### src/rtl/ssc_pkg.sv
// Package: shared constants and position/weight helpers for the
// supersample combiner. Assumes a 3x3 half-pixel grid, positions numbered
// 0..8 in raster order with 4 as the center.
package ssc_pkg;

    localparam int GRID_POS  = 9;
    localparam int DENSE_N   = 9;
    localparam int SPARSE_N  = 5;
    localparam int IDX_W     = 4;
    localparam int SHIFT_W   = 3;
    localparam int FRAC_W    = 4;   // weights are multiples of 1/16

    typedef logic [1:0] half_off_t; // two's complement, half-pixel units

    // Map a sequence index to a grid position for the chosen pattern.
    function automatic logic [3:0] grid_pos(input logic dense, input logic [IDX_W-1:0] idx);
        logic [3:0] p;
        if (dense) begin
            p = idx;
        end else begin
            case (idx)
                4'd0:    p = 4'd1;
                4'd1:    p = 4'd3;
                4'd2:    p = 4'd4;
                4'd3:    p = 4'd5;
                default: p = 4'd7;
            endcase
        end
        return p;
    endfunction

    // Encode a grid column/row (0,1,2) as a half-pixel offset.
    function automatic half_off_t lane_code(input logic [1:0] lane);
        half_off_t c;
        case (lane)
            2'd0:    c = 2'b11;
            2'd1:    c = 2'b00;
            default: c = 2'b01;
        endcase
        return c;
    endfunction

endpackage

### src/rtl/ssc_offset_gen.sv
// Module: ssc_offset_gen
// Walks the sample positions of one pixel and presents the current offset,
// the sample index, the weight shift and an end-of-pixel flag. The pattern
// is taken from mode_i while the index is 0 and held for the rest of the
// pixel. Assumes adv_i is high only when a sample is accepted.
module ssc_offset_gen
    import ssc_pkg::*;
(
    input  logic               clk,
    input  logic               rst_n,
    input  logic               mode_i,
    input  logic               adv_i,
    output logic [IDX_W-1:0]   idx_o,
    output half_off_t          off_x_o,
    output half_off_t          off_y_o,
    output logic [SHIFT_W-1:0] shift_o,
    output logic               last_o,
    output logic               dense_o
);

    logic [IDX_W-1:0] idx_q;
    logic             dense_q;
    logic             dense_act;
    logic [3:0]       pos;
    logic [1:0]       col;
    logic [1:0]       row;

    // Pattern in force: live request at a pixel boundary, latched otherwise.
    always_comb dense_act = (idx_q == '0) ? mode_i : dense_q;

    // End of pixel: index of the final sample in the active pattern.
    always_comb last_o = (idx_q == (dense_act ? IDX_W'(DENSE_N - 1) : IDX_W'(SPARSE_N - 1)));

    // Sequence counter and pattern latch, both advanced on accepted samples.
    always_ff @(posedge clk) begin
        if (!rst_n) begin
            idx_q   <= '0;
            dense_q <= 1'b1;
        end else if (adv_i) begin
            if (idx_q == '0) dense_q <= mode_i;
            idx_q <= last_o ? '0 : idx_q + 1'b1;
        end
    end

    // Split the grid position into column and row.
    always_comb begin
        pos = grid_pos(dense_act, idx_q);
        if (pos < 4'd3)      begin row = 2'd0; col = 2'(pos);          end
        else if (pos < 4'd6) begin row = 2'd1; col = 2'(pos - 4'd3);   end
        else                 begin row = 2'd2; col = 2'(pos - 4'd6);   end
    end

    // Weight as a right shift: center 1/4 or 1/2, edges 1/8, corners 1/16.
    always_comb begin
        if (row == 2'd1 && col == 2'd1)      shift_o = dense_act ? 3'd2 : 3'd1;
        else if (row != 2'd1 && col != 2'd1) shift_o = 3'd4;
        else                                 shift_o = 3'd3;
    end

    // Offset encoding and index outputs.
    always_comb begin
        off_x_o = lane_code(col);
        off_y_o = lane_code(row);
        idx_o   = idx_q;
        dense_o = dense_act;
    end

endmodule

### src/rtl/ssc_channel_acc.sv
// Module: ssc_channel_acc
// One color channel: adds the shifted sample into a fixed-point sum with
// FRAC_W fraction bits and, on the final sample, drops the fraction and
// registers the result while clearing the sum. Assumes the weights of a
// pixel add up to one, so the sum never exceeds the full-scale channel.
module ssc_channel_acc
    import ssc_pkg::*;
#(
    parameter int CH_W = 5
) (
    input  logic               clk,
    input  logic               rst_n,
    input  logic               add_i,
    input  logic               last_i,
    input  logic [SHIFT_W-1:0] shift_i,
    input  logic [CH_W-1:0]    chan_i,
    output logic [CH_W-1:0]    out_o
);

    localparam int ACC_W = CH_W + FRAC_W;

    logic [ACC_W-1:0] acc_q;
    logic [ACC_W-1:0] scaled;
    logic [ACC_W-1:0] sum;

    // Scale by the weight without losing any fraction bits.
    always_comb begin
        scaled = {chan_i, {FRAC_W{1'b0}}} >> shift_i;
        sum    = acc_q + scaled;
    end

    // Accumulate; on the final sample emit the integer part and restart.
    always_ff @(posedge clk) begin
        if (!rst_n) begin
            acc_q <= '0;
            out_o <= '0;
        end else if (add_i) begin
            acc_q <= last_i ? '0 : sum;
            if (last_i) out_o <= sum[ACC_W-1:FRAC_W];
        end
    end

endmodule

### src/rtl/ss_color_combiner.sv
// Module: ss_color_combiner (top)
// Presents sub-pixel offsets, weights each returned RGB sample by a power
// of two, and emits the combined pixel with a one-cycle pulse. Assumes
// samples arrive in the order the offsets are presented.
module ss_color_combiner
    import ssc_pkg::*;
#(
    parameter int CH_W = 5,
    parameter int N_CH = 3
) (
    input  logic                 clk,
    input  logic                 rst_n,
    input  logic                 mode_nine,
    input  logic                 smp_valid,
    input  logic [N_CH*CH_W-1:0] smp_rgb,
    output logic [IDX_W-1:0]     smp_idx,
    output logic [1:0]           off_x,
    output logic [1:0]           off_y,
    output logic                 pix_valid,
    output logic [N_CH*CH_W-1:0] pix_rgb
);

    logic [SHIFT_W-1:0] w_shift;
    logic               last_smp;
    logic               act_nine;
    logic               pix_vq;

    ssc_offset_gen u_gen (
        .clk     (clk),
        .rst_n   (rst_n),
        .mode_i  (mode_nine),
        .adv_i   (smp_valid),
        .idx_o   (smp_idx),
        .off_x_o (off_x),
        .off_y_o (off_y),
        .shift_o (w_shift),
        .last_o  (last_smp),
        .dense_o (act_nine)
    );

    for (genvar ch = 0; ch < N_CH; ch++) begin : g_ch
        ssc_channel_acc #(.CH_W(CH_W)) u_acc (
            .clk     (clk),
            .rst_n   (rst_n),
            .add_i   (smp_valid),
            .last_i  (last_smp),
            .shift_i (w_shift),
            .chan_i  (smp_rgb[ch*CH_W +: CH_W]),
            .out_o   (pix_rgb[ch*CH_W +: CH_W])
        );
    end

    // Pulse the pixel strobe one cycle after the final sample is accepted.
    always_ff @(posedge clk) begin
        if (!rst_n) pix_vq <= 1'b0;
        else        pix_vq <= smp_valid & last_smp;
    end

    assign pix_valid = pix_vq;

endmodule

### config.mk
export PLATFORM = sky130hd
export DESIGN_NAME = ss_color_combiner
export DESIGN_NICKNAME = d
export VERILOG_FILES = /design/src/rtl/ssc_pkg.sv /design/src/rtl/ssc_offset_gen.sv /design/src/rtl/ssc_channel_acc.sv /design/src/rtl/ss_color_combiner.sv
export SDC_FILE = /design/constraint.sdc
export NUM_CORES = 1
export LEC_CHECK = 0
export CORE_ASPECT_RATIO = 0.5
export CORE_UTILIZATION = 50
export CTS_CLUSTER_SIZE = 40
export DETAILED_ROUTE_END_ITERATION = 16
export PLACE_DENSITY = 0.77
export SYNTH_ARGS = -nofsm -noshare
export SYNTH_HDL_FRONTEND = slang
export SYNTH_HIERARCHICAL = 1
export SYNTH_SLANG_ARGS = --single-unit
### constraint.sdc
create_clock -name clk -period 18.43 [get_ports clk]
set_input_delay 1.843 -clock clk [delete_from_list [all_inputs] [get_ports clk]]
set_output_delay 1.843 -clock clk [all_outputs]
set_load 0.1 [all_outputs]
Word level (Yosys, flattened, before mapping)

Cells that the tools add are included.

Bits of input ports: 19
Bits in registers: 48
Word-level logic and storage cells: 52

Reductions and logical operators: 6
Bitwise gates (word level): 1
$lt $le $gt $ge: 2
$add $sub $neg: 6
Multiplexer cells: 17
Shift-type cells: 3
Equal/unequal tests: 8

Operators with widths:

| operator            | count |
|---|---|
| $add 9x9->9         | 3 |
| $mux 9              | 3 |
| $shr 9x3->9         | 3 |
| $mux 4              | 3 |
| $pmux 3 s4          | 1 |
| $mux 2              | 5 |
| $eq 4x2->1 const B  | 2 |
| $pmux 2 s2          | 2 |
| $mux 3              | 2 |
| $add 4x1->4 const B | 1 |
| $eq 2x1->1 const B  | 2 |
| $eq 4x1->1 const B  | 1 |
| $eq 4x4->1          | 1 |
| $logic_not 2->1     | 2 |
| $logic_not 4->1     | 1 |
| $lt 4x2->1 const B  | 1 |
| $lt 4x3->1 const B  | 1 |
| $ne 2x1->1 const B  | 2 |
| $sub 2x2->2 const B | 2 |
| $logic_and 1x1->1   | 2 |
| $reduce_and 2->1    | 1 |
| $and 1x1->1         | 1 |
| $mux 1              | 1 |

Logic depth before layout (Yosys ltp)

Word-level depth: 13
Gate-level depth with buffers: 24
Depth with buffers taken out: 23

By module

Netlist, hierarchy kept.

By module, submodules not included:

| module                              | instances | cells each | area an instance (um2) | sequential area each (um2) |
|---|---|---|---|---|
| ssc_channel_acc (g_ch[0].u_acc ...) | 2         | 139        | 1,098.6                | 280.3 |
| ssc_channel_acc (g_ch[1].u_acc)     | 1         | 143        | 1,116.1                | 280.3 |
| ssc_offset_gen                      | 1         | 77         | 603.1                  | 100.1 |
| ss_color_combiner                   | 1         | 2          | 26.3                   | 20.0 |

Worst setup path before layout

No wires, ideal clock.

Path type: input-to-output
Start point: input port mode_nine
End point: output port off_y[1]
Required time: 16.587 ns
Path buffers: 1
Setup slack: 10.823 ns
Stages: 6
Arrival time: 5.764 ns
Path through: and4bb_2 > a21oi_1 > inv_1 > ha_1 > clkbuf_1 > nor4_1

Word-level cells in the longest chain between the ends: 7

Ends and longest elaborated chain:

| what                                                 | RTL line                | text |
|---|---|---|
| start: declaration                                   | ss_color_combiner.sv:13 | `input logic mode_nine,` |
| $mux 1 (*)                                           | ssc_offset_gen.sv:29    | `always_comb dense_act = (idx_q == '0) ? mode_i : dense_q;` |
| $mux 4 (*)                                           | ssc_pkg.sv:18           | `if (dense) begin` |
| $lt 4x3->1                                           | ssc_offset_gen.sv:49    | `else if (pos < 4'd6) begin row = 2'd1; col = 2'(pos - 4'd3); end` |
| $mux 2                                               | ssc_offset_gen.sv:49    |  |
| $mux 2 (*)                                           | ssc_offset_gen.sv:48    | `if (pos < 4'd3) begin row = 2'd0; col = 2'(pos); end` |
| $eq 2x1->1 / $logic_not 2->1 (equally long branches) | ssc_pkg.sv:35           | `case (lane)` |
| $pmux 2 s2 (*)                                       | ssc_pkg.sv:35           |  |
| end: declaration                                     | ss_color_combiner.sv:18 | `output logic [1:0] off_y,` |

Mark *: on every way between the ends. The rest lies on a longest branch, timed or not.

Worst setup path after layout

Start point: input port mode_nine
End point: output port off_x[0]

Word-level cells in the longest chain between the ends: 7

Ends and longest elaborated chain:

| what                                                 | RTL line                | text |
|---|---|---|
| $mux 1 (*)                                           | ssc_offset_gen.sv:29    |  |
| $mux 4 (*)                                           | ssc_pkg.sv:18           |  |
| $lt 4x3->1, or another cell as far along             | ssc_offset_gen.sv:49    |  |
| $mux 2                                               | ssc_offset_gen.sv:49    |  |
| $mux 2 (*)                                           | ssc_offset_gen.sv:48    |  |
| $eq 2x1->1 / $logic_not 2->1 (equally long branches) | ssc_pkg.sv:35           |  |
| $pmux 2 s2 (*)                                       | ssc_pkg.sv:35           |  |
| end: declaration                                     | ss_color_combiner.sv:17 | `output logic [1:0] off_x,` |

Marked as above.

==> results_dict.tcl <==
set metrics [dict create \
    period_minus_slack_ns 7.14 \
    maxSlewViolCount 0 \
    antenna_left 0 \
    numPlacedInstances 639 \
    rr_startpoint "u_gen/idx_o[1]$_SDFFE_PN0P_" \
    initial_core_util_pct 52.7 \
    post-route-worst-setup-slack_ns 11.29 \
    drt_wl_total_um 9190 \
    power_density_mw_per_mm2 167 \
    setup-violations-final 0 \
    detail_route.first_pass.iterations 4 \
    num-fill-cells 701 \
    crit_slowest_cell "clkdlybuf4s50_1" \
    first_global_vias 3302 \
    setup_tns_ns 0 \
    post-cts-setup-buffers 0 \
    port-buffer-count 42 \
    syn-cell-area_mm2 0.00394 \
    leakage_nw 1.98 \
    timing.critical_path.cells "clkdlybuf4s50_1 -> and4bb_2 -> a21oi_1 -> o21ai_2 -> inv_2 -> ha_1 -> or3_1 -> and4_1 -> a211oi_1 -> clkdlybuf4s50_1" \
    hold-path-cell-count 2 \
    viasPerCell 5.63 \
    holdCritPathClass "reg2reg" \
    globalRouteOverflowTotal 0 \
    synth-main-ff-cell "dfxtp_1" \
    htree_levels 2 \
    maxClockFrequency_mhz 140 \
    crit_path_end_kind "primary output" \
    drt_first_iter_violations 278 \
    post-route-period-util_pct 38.8 \
    syn_to_final_growth_pct 18.3 \
    synthDistinctLibCells 61 \
    relSlewSlack_pct 32.3 \
    multi_input_area_mm2 0.00286 \
    post-layout-total-power_mw 0.777 \
    r2r-end "g_ch[1].u_acc/out_o[2]$_SDFFE_PN0P_" \
    cp.arrival_ns 5.30 \
    critical_path_class "in2out" \
    worst_ir_drop_on_vdd_uv 75.6 \
    global_router_s_overall_resource_usage_pct 23.2 \
    synth_fp_nets 552 \
    gp_routability_congestion 0.865 \
    synth_commonest_cells "57 x nand2_1, 48 x dfxtp_1, 46 x a21oi_1, 46 x nor2_1, 30 x ha_1" \
    max_cap_violation_count 0 \
    yosys.cell_count.top_type "nand2_1" \
    routed_wire_length_per_instance_um 14.2 \
    grt_start_max_net_pins 36 \
    synth-seq-area-share_pct 24.4 \
    max_slew.worst_pin.slew_ns 1.00 \
    num-nets-final 590 \
    syn_avg_cell_area_um2 7.89 \
    yosys_warnings 6 \
    required_ns 16.59 \
    dp_worst_setup_slack_ns 11.16 \
    clock_latency_ns 0.29 \
    number_of_antenna_violations_at_the_first_check_in_global_routing 0 \
    clock_transition_at_the_registers_of_the_reported_paths_ns 0.07 \
    cell_types_with_the_largest_area_share_after_synthesis "dfxtp_1 24%, ha_1 9.5%, a21oi_1 5.8%" \
    clockBufferDepth 2 \
    register_area_um2 961 \
    holdPathEnd "g_ch[0].u_acc/out_o[2]$_SDFFE_PN0P_" \
    die_height_um 64.8 \
    dp.final_hpwl_um 6630 \
    hold_violations 0 \
    critPathBufInv 3 \
    drive_gt1_share_pct 8.35 \
    tritoncts_num_sinks 48 \
    design.die.area_mm2 0.00827 \
    cts_tree "yes" \
    critPathMaxFanout 5 \
    startpoint_of_the_worst_hold_path "g_ch[0].u_acc/out_o[2]$_SDFFE_PN0P_" \
    async_flop_share_pct 0 \
    status "completed" \
    max_stage_delay_ns 1.16 \
    flops_latches_synth 48 \
    worst_setup_path_start_kind "input port" \
    critical_path.top_delay_family "buffers and inverters" \
    ctsResizeCount 0 \
    rr_worst_depth 24 \
    antenna-diode-count 0 \
    cts_inserted_buffers 5 \
    synth_top_area_share_pct 24.4 \
    route.vias.total 3645 \
    grt_pass1_wl_um 15400 \
    timing.clock.skew_ns 0.00381 \
    core_footprint_mm2 0.00749 \
    critical_path.most_common_cell "clkdlybuf4s50_1" \
    io_pins 43 \
    setup_repair_after_global_routing_missed_its_margin "false" \
    clockRootBuffer "clkbuf_16" \
    core.rowCount 22 \
    drcViolationCount 0 \
    holdBufCountCts 0 \
    die_x_um 128 \
    post-synth-top-area-cell "dfxtp_1" \
    synth_edf_count 0 \
    final_cell_count_no_fill 647 \
    syn-instance-count 500 \
    register_to_register_path_setup_slack_ns 12.37 \
]
## through the flow
stage          hold slack (ns)  utilization, %  instance area (µm²)
6_report                 0.456            62.3                 4660
5_1_grt                  0.478            62.3                 4660
4_1_cts                  0.458            62.3                 4660
3_5_place_dp             0.448            60.3                 4510
3_3_place_gp             0.443            60.3                 4510
2_1_floorplan            0.444               -                 3940
## cell families after synthesis
family          Yosys count  share of synthesized area (%)
buf+inv                  42                           4.22
mux                      28                           7.33
simple gates            211                           29.0
flops                    48                           24.4
fa+ha+maj                33                           11.0
compound gates          123                           20.7
xor+xnor                 15                           3.33
## registers in the layout (all words and copies together), names as in the netlist
name / flops
g_ch.u_acc/acc_q: 27
g_ch.u_acc/out_o: 15
u_gen/idx_o: 4
pix_valid: 1
u_gen/dense_q: 1
## worst min-delay path, delay by kind of cell, from the launching register on
family             cells  cell delay [ns]
DFF                    1             0.31
AOI/OAI and AO/OA      1             0.05
and+or+nand+nor        1             0.05
## per-layer routing
metal / global-route usage, % / wire length (µm) / up-vias / share of wire, %
met4: 3.68 / 39 / 0 / 0.42
met5: 0 / 0 / - / 0
met3: 4.71 / 455 / 4 / 5.0
li1: - / - / 1881 / -
met1: 31.7 / 4680 / 1694 / 51
met2: 38.6 / 4020 / 66 / 44
## layout make-up
cell class | instances | share of cell area (%)
Multi-Input combinational cell | 410 | 61.3
Sequential cell | 48 | 20.6
Timing Repair Buffer | 48 | 9.98
Clock buffer | 7 | 3.06
Tap cell | 108 | 2.90
Inverter | 25 | 2.01
Clock inverter | 1 | 0.161
## power by group
group | switching (mW) | internal (mW)
Combinational | 0.328 | 0.209
Sequential | 0.0167 | 0.130
Clock | 0.0393 | 0.0541
Total | 0.384 | 0.393
## cell usage in the layout (no fill, tap or decap), types with 3 or more instances in the layout
cell	synthesis	final
a211oi_1	4	4
a21o_1	10	10
a21oi_1	46	46
a21oi_2	3	3
a22oi_1	7	7
a31o_2	6	6
and2_0	3	3
and2_1	9	9
and3_1	3	3
and4_1	3	3
buf_4	0	6
clkbuf_16	0	5
clkdlybuf4s50_1	0	42
dfxtp_1	48	48
fa_1	3	3
ha_1	30	30
inv_1	20	20
inv_2	3	3
mux2_2	5	5
mux2i_1	21	21
nand2_1	57	57
nand2b_1	9	9
nand3_1	17	17
nand3b_1	11	11
nand4_1	5	5
nor2_1	46	46
nor2b_1	9	9
nor3_1	13	13
nor4b_2	4	4
o21a_1	12	12
o21ai_0	11	11
o21ai_1	4	4
o22a_1	4	4
o22ai_1	3	3
or3_1	8	8
xnor2_1	8	8
xor2_1	7	7
## worst max path at each step
stage | from | end | slack, ns | cells after the start
after CTS | mode_nine | off_x[0] | 11.29 | 10
after global placement | mode_nine | g_ch[1].u_acc/out_o[2]$_SDFFE_PN0P_ | 11.32 | 22
after floorplan | mode_nine | off_y[1] | 10.82 | 6
after detailed placement | mode_nine | g_ch[1].u_acc/acc_q[6]$_SDFFE_PN0P_ | 11.16 | 23
after global routing | mode_nine | g_ch[1].u_acc/out_o[2]$_SDFFE_PN0P_ | 11.01 | 23
final | mode_nine | off_x[0] | 11.29 | 10
Power figures use the tool's default switching activity.
